## src/rtl/disp_clr_pkg.sv

```systemverilog
package disp_clr_pkg;
  typedef enum logic [1:0] {
    SEL_CTRL  = 2'd0,
    SEL_CHAR  = 2'd1,
    SEL_FLASH = 2'd2,
    SEL_UDC   = 2'd3
  } wr_sel_e;

  localparam logic [7:0] SPACE_CODE = 8'h20;
  localparam int         CLR_BIT    = 7;
endpackage

```

## src/rtl/disp_clr_fsm.sv

```systemverilog
module disp_clr_fsm #(
  parameter int SWEEP_CYC = 3,
  parameter int PH_W      = 2
) (
  input  logic            clk_i,
  input  logic            rst_ni,
  input  logic            start_i,
  output logic            active_o,
  output logic [PH_W-1:0] phase_o,
  output logic            done_o
);
  localparam logic [PH_W-1:0] LAST = PH_W'(SWEEP_CYC - 1);

  logic            active_q;
  logic [PH_W-1:0] phase_q;

  // reset parks the sweep at phase 0 so it runs on release
  always_ff @(posedge clk_i or negedge rst_ni) begin
    if (!rst_ni) begin
      active_q <= 1'b1;
      phase_q  <= '0;
    end else if (active_q) begin
      if (phase_q == LAST) begin
        active_q <= 1'b0;
        phase_q  <= '0;
      end else begin
        phase_q <= phase_q + 1'b1;
      end
    end else if (start_i) begin
      active_q <= 1'b1;
      phase_q  <= '0;
    end
  end

  assign active_o = active_q;
  assign phase_o  = phase_q;
  assign done_o   = active_q && (phase_q == LAST);
endmodule

```

## src/rtl/disp_clr_regs.sv

```systemverilog
module disp_clr_regs
  import disp_clr_pkg::*;
#(
  parameter int UDC_W  = 4,
  parameter int SCAN_W = 3
) (
  input  logic              clk_i,
  input  logic              rst_ni,
  input  logic              host_ok_i,
  input  wr_sel_e           sel_i,
  input  logic [7:0]        data_i,
  input  logic              done_i,
  output logic [7:0]        ctrl_o,
  output logic [UDC_W-1:0]  udc_o,
  output logic [SCAN_W-1:0] scan_o,
  output logic              clr_start_o
);
  logic [7:0]        ctrl_q;
  logic [UDC_W-1:0]  udc_q;
  logic [SCAN_W-1:0] scan_q;

  always_ff @(posedge clk_i or negedge rst_ni) begin
    if (!rst_ni) begin
      ctrl_q <= '0;
    end else if (host_ok_i && sel_i == SEL_CTRL) begin
      ctrl_q <= data_i;
    end else if (done_i) begin
      ctrl_q[CLR_BIT] <= 1'b0;
    end
  end

  // survives reset by design
  always_ff @(posedge clk_i) begin
    if (host_ok_i && sel_i == SEL_UDC) udc_q <= data_i[UDC_W-1:0];
  end

  always_ff @(posedge clk_i or negedge rst_ni) begin
    if (!rst_ni) scan_q <= '0;
    else         scan_q <= scan_q + 1'b1;
  end

  assign clr_start_o = host_ok_i && (sel_i == SEL_CTRL) && data_i[CLR_BIT];
  assign ctrl_o      = ctrl_q;
  assign udc_o       = udc_q;
  assign scan_o      = scan_q;
endmodule

```

## src/rtl/disp_clr_wport.sv

```systemverilog
module disp_clr_wport
  import disp_clr_pkg::*;
#(
  parameter int N_LOC       = 8,
  parameter int ADDR_W      = 3,
  parameter int LOC_PER_CYC = 3,
  parameter int PH_W        = 2
) (
  input  logic              sweep_i,
  input  logic [PH_W-1:0]   phase_i,
  input  logic              host_ok_i,
  input  wr_sel_e           sel_i,
  input  logic [ADDR_W-1:0] addr_i,
  input  logic [7:0]        data_i,
  output logic [N_LOC-1:0]  char_we_o,
  output logic [7:0]        char_wdata_o,
  output logic [N_LOC-1:0]  flash_we_o,
  output logic              flash_wdata_o
);
  logic host_char, host_flash;

  assign host_char  = host_ok_i && (sel_i == SEL_CHAR);
  assign host_flash = host_ok_i && (sel_i == SEL_FLASH);

  for (genvar i = 0; i < N_LOC; i++) begin : g_loc
    logic sweep_hit, addr_hit;
    assign sweep_hit     = sweep_i && ((i / LOC_PER_CYC) == int'(phase_i));
    assign addr_hit      = (addr_i == ADDR_W'(i));
    assign char_we_o[i]  = sweep_hit || (host_char && addr_hit);
    assign flash_we_o[i] = sweep_hit || (host_flash && addr_hit);
  end

  assign char_wdata_o  = sweep_i ? SPACE_CODE : data_i;
  assign flash_wdata_o = sweep_i ? 1'b0 : data_i[0];
endmodule

```

## src/rtl/disp_clr_seq.sv

```systemverilog
module disp_clr_seq
  import disp_clr_pkg::*;
#(
  parameter int N_LOC     = 8,
  parameter int SWEEP_CYC = 3,
  parameter int UDC_W     = 4,
  parameter int SCAN_W    = 3,
  localparam int ADDR_W      = $clog2(N_LOC),
  localparam int PH_W        = (SWEEP_CYC > 1) ? $clog2(SWEEP_CYC) : 1,
  localparam int LOC_PER_CYC = (N_LOC + SWEEP_CYC - 1) / SWEEP_CYC
) (
  input  logic              clk_i,
  input  logic              rst_ni,
  input  logic              wr_en_i,
  input  logic [1:0]        wr_sel_i,
  input  logic [ADDR_W-1:0] wr_addr_i,
  input  logic [7:0]        wr_data_i,
  output logic [N_LOC-1:0]  char_we_o,
  output logic [7:0]        char_wdata_o,
  output logic [N_LOC-1:0]  flash_we_o,
  output logic              flash_wdata_o,
  output logic [7:0]        ctrl_o,
  output logic [UDC_W-1:0]  udc_addr_o,
  output logic [SCAN_W-1:0] scan_o,
  output logic              busy_o
);
  logic            active, done, clr_start, host_ok;
  logic [PH_W-1:0] phase;
  wr_sel_e         sel;

  assign sel     = wr_sel_e'(wr_sel_i);
  assign host_ok = wr_en_i && !active;
  assign busy_o  = active;

  disp_clr_fsm #(.SWEEP_CYC(SWEEP_CYC), .PH_W(PH_W)) u_fsm (
    .clk_i   (clk_i),
    .rst_ni  (rst_ni),
    .start_i (clr_start),
    .active_o(active),
    .phase_o (phase),
    .done_o  (done)
  );

  disp_clr_regs #(.UDC_W(UDC_W), .SCAN_W(SCAN_W)) u_regs (
    .clk_i      (clk_i),
    .rst_ni     (rst_ni),
    .host_ok_i  (host_ok),
    .sel_i      (sel),
    .data_i     (wr_data_i),
    .done_i     (done),
    .ctrl_o     (ctrl_o),
    .udc_o      (udc_addr_o),
    .scan_o     (scan_o),
    .clr_start_o(clr_start)
  );

  disp_clr_wport #(
    .N_LOC(N_LOC), .ADDR_W(ADDR_W), .LOC_PER_CYC(LOC_PER_CYC), .PH_W(PH_W)
  ) u_wport (
    .sweep_i      (active),
    .phase_i      (phase),
    .host_ok_i    (host_ok),
    .sel_i        (sel),
    .addr_i       (wr_addr_i),
    .data_i       (wr_data_i),
    .char_we_o    (char_we_o),
    .char_wdata_o (char_wdata_o),
    .flash_we_o   (flash_we_o),
    .flash_wdata_o(flash_wdata_o)
  );
endmodule

```

## config.mk

```make
export PLATFORM = sky130hd
export DESIGN_NAME = disp_clr_seq
export DESIGN_NICKNAME = d
export VERILOG_FILES = /design/src/rtl/disp_clr_pkg.sv /design/src/rtl/disp_clr_fsm.sv /design/src/rtl/disp_clr_regs.sv /design/src/rtl/disp_clr_wport.sv /design/src/rtl/disp_clr_seq.sv
export SDC_FILE = /design/constraint.sdc
export NUM_CORES = 1
export LEC_CHECK = 0
export BUFFER_PORTS_ARGS = -buffer_cell sky130_fd_sc_hd__buf_2
export CAP_MARGIN = 20
export CORE_ASPECT_RATIO = 0.8
export CORE_UTILIZATION = 45
export DETAILED_ROUTE_END_ITERATION = 8
export PLACE_DENSITY = 0.82
export SKIP_LAST_GASP = 1
export SLEW_MARGIN = 25
export SYNTH_ARGS = -nofsm -noshare
export SYNTH_HDL_FRONTEND = slang
export SYNTH_SLANG_ARGS = --single-unit
export TNS_END_PERCENT = 1
```

## constraint.sdc

```tcl
create_clock -name clk_i -period 2.1 [get_ports clk_i]
set_input_delay 0.42 -clock clk_i [delete_from_list [all_inputs] [get_ports clk_i]]
set_output_delay 0.42 -clock clk_i [all_outputs]
set_load 0.05 [all_outputs]
```

==> out/results.ini <==
[routing]
ant_nets = 0
finalWirelength_mm = 2.38
routed-via-count = 910
first_pass_iters = 4
routed_via_density = 5.35
routedWlPerCell_um = 14.0
drt_iter0_markers = 11
drc = 0

[synth]
synthXorXnorAreaFrac_pct = 0.933
synth_top_cell_area_share_pct = 34.7
synth_largest_area_cell = dfrtp_1
syn_area_sq_um = 938
synthAdderAreaFrac_pct = 1.33
synth_simple_gate_area_share_pct = 22.4
syn_nets = 102
synth_warnings = 0
ys_types = 25
ys_top_cells_by_area = dfrtp_1, edfxtp_1, mux2_2
synth_mux_area_share_pct = 8.40
netlist_instances = 85
ys_ff_latch = 18
ys_seq_area_share_pct = 50.3
synth_compound_area_share_pct = 13.1
avgSynthCellArea_sq_um = 11.0
synth_top_family_by_area = simple AND/OR/NAND/NOR gates

[timing]
maxSlewHeadroom_pct = 77.8
setup_tns_ps = 0
rsz0062_at_grt = true
setup_viol = 0
skew_ps = 3.20
worstMarginPinSlew_ps = 331
clock.fmax_mhz = 478
min_period_ps = 2090
maxSlewViolCount = 0
min_period_over_period_pct = 99.7
final.setup.worst_slack_ps = 6.88
hold_violations = 0

[job]
drv_cap = 0

[die]
dieWidth_um = 53.1
initial_core_util_pct = 48.7
fp.dieArea_sq_mm = 0.00227
pin_count = 57
coreArea_sq_mm = 0.00193
rows = 14
die_h_um = 42.8

[placement]
io_buffers = 56
dp_hpwl_mm = 1.70
pre_cts_slack_ps = 222
placed_cell_area_sq_mm = 0.00128
gp_congestion = 0.794

[finish]
final_cell_mix = buf_2, dfrtp_1, nand2_1
fill_cells = 150
final_common_cell = buf_2
antenna_cells = 0
synthToLayoutAreaGrowth_pct = 46.8
regArea_sq_um = 472
layout-drive-gt1-share_pct = 58.2
final_util_pct = 71.5
multi_input_area_sq_um = 475
num-nets-final = 164
final_area_sq_mm = 0.00138

[worst_setup_path]
startpoint = u_fsm.active_o
arrival_ps = 1670
critPathRequiredTime_ps = 1680
critPathKind = reg -> out
reg2reg_from = u_fsm.active_o
end_kind = output pin
start_kind = register
ff2ff_path_depth = 5
worstPathMaxFanout = 7

[hold_path]
worstHoldPathType = in -> reg
whs_path_depth = 1
holdCritStartpoint = wr_data_i[0]

[clock_network]
insertion_delay_ps = 290
clk_pin_slew_ps = 100
cts_max_path_buffers = 2
cts-buffers-inserted = 3
htree_levels = 1
cts_tree = built
cts_root_buffer = clkbuf_4
clock-sinks = 18

[power_and_ir_drop]
combPwrFrac_pct = 67.9
peakVddDrop_mv = 1.06
p_switching_uw = 1260
internal_power_uw = 938
p_sw_share_pct = 57.4
pwr-share-seq_pct = 24.3
power.share.clock_pct = 7.8
power_density_mw_per_mm2 = 1600
p_leak_uw = 0.000683

[global_routing]
grt_pass1_vias = 796
grt_overflow = 0
track_usage_pct = 21.7
grt_pass1_wl_mm = 3.51
antenna_found_initial = 0
grt_max_degree = 15

[outcome]
outcome = complete, no violations

-- per-stage QoR --
stage / total power [uW] / hold slack, ps / cells
after global placement: 1910 / 324 / 163
after floorplan: 1650 / 124 / 85
after detailed placement: 1930 / 329 / 163
after global routing: 2300 / 307 / 170
final: 2200 / 329 / 170
after CTS: 2130 / 7.30 / 169
-- synth_stat cells --
| cell type | number |
|---|---|
| dfrtp_1 | 13 |
| o21ai_0 | 11 |
| nand2_1 | 9 |
| o31ai_1 | 9 |
| mux2_2 | 7 |
| nor2b_1 | 7 |
| edfxtp_1 | 4 |
| nand2b_1 | 3 |
| nand3b_1 | 3 |
| and4bb_2 | 2 |
| clkbuf_1 | 2 |
| inv_1 | 2 |
| and2_2 | 1 |
| and2b_1 | 1 |
| and3_1 | 1 |
| buf_4 | 1 |
| buf_6 | 1 |
| dfstp_2 | 1 |
| ha_1 | 1 |
| nand3_1 | 1 |
| nor2_1 | 1 |
| nor4b_4 | 1 |
| or2_2 | 1 |
| or3_1 | 1 |
| xor2_1 | 1 |
-- kinds of logic after synthesis --
group	Yosys count
DFF	18
AOI/OAI and AO/OA	20
muxes	7
buffers and inverters	6
adders and majority gates	1
xor gates and xnor gates	1
and+or+nand+nor	32
-- layout make-up --
type                       count  area share [%]
clock buffer                   3            1.63
clock inverter                 1           0.272
inverter                       2           0.545
multi-input combinational     61            34.5
sequential                    18            34.2
tap                           24            2.18
timing repair buffer          61            26.6
-- path summary, 6_finish.rpt --
| kind | slack [ps] | to |
|---|---|---|
| max | 7 | char_we_o[4] |
| min | 330 | u_regs.udc_o[0] |
| max reg2reg | 400 | u_regs.ctrl_o[1] |
| min reg2reg | 460 | u_regs.scan_o[0] |
| max in group asynchronous | 1230 | u_fsm.active_o |
| min in group asynchronous | 580 | u_regs.ctrl_o[4] |
-- timing repair --
item,in CTS,in global routing
setup endpoints to repair,10,10
gates resized for setup,0,23
pin swaps,0,7
hold buffers,0,1
buffers inserted,2,0
endpoints found under the hold margin,0,13
-- flip-flops by register name, summed over array words and instances (netlist names) --
register and flops:
u_fsm.active_o 1, u_regs.scan_o 3, u_regs.ctrl_o 8, u_fsm.phase_o 2, u_regs.udc_o 4
-- power groups by stage --
| stage | clock (uW) | sequential (uW) | combinational (uW) |
|---|---|---|---|
| global route | 197 | 547 | 1560 |
| finish | 172 | 535 | 1490 |
| CTS | 178 | 531 | 1420 |
| global placement | 0 | 551 | 1360 |
| detailed placement | 0 | 557 | 1370 |
| floorplan | 0 | 816 | 834 |
-- routing by layer --
layer | part of all wire (%) | global-route usage [%] | vias up | routed length, um
met5 | 0 | 0 | - | 0
met2 | 49 | 35.7 | 46 | 1170
met4 | 2.0 | 6.32 | 0 | 47
li1 | - | - | 428 | -
met1 | 40 | 27.2 | 430 | 942
met3 | 9.5 | 6.81 | 6 | 227
-- worst max-delay path, stage by stage, from the launching register on --
cell and delay, ps:
dfstp_2 410, and2b_1 230, nand3b_1 230, o31ai_2 310
buf_6 200
(Power assumes the default switching activity.)
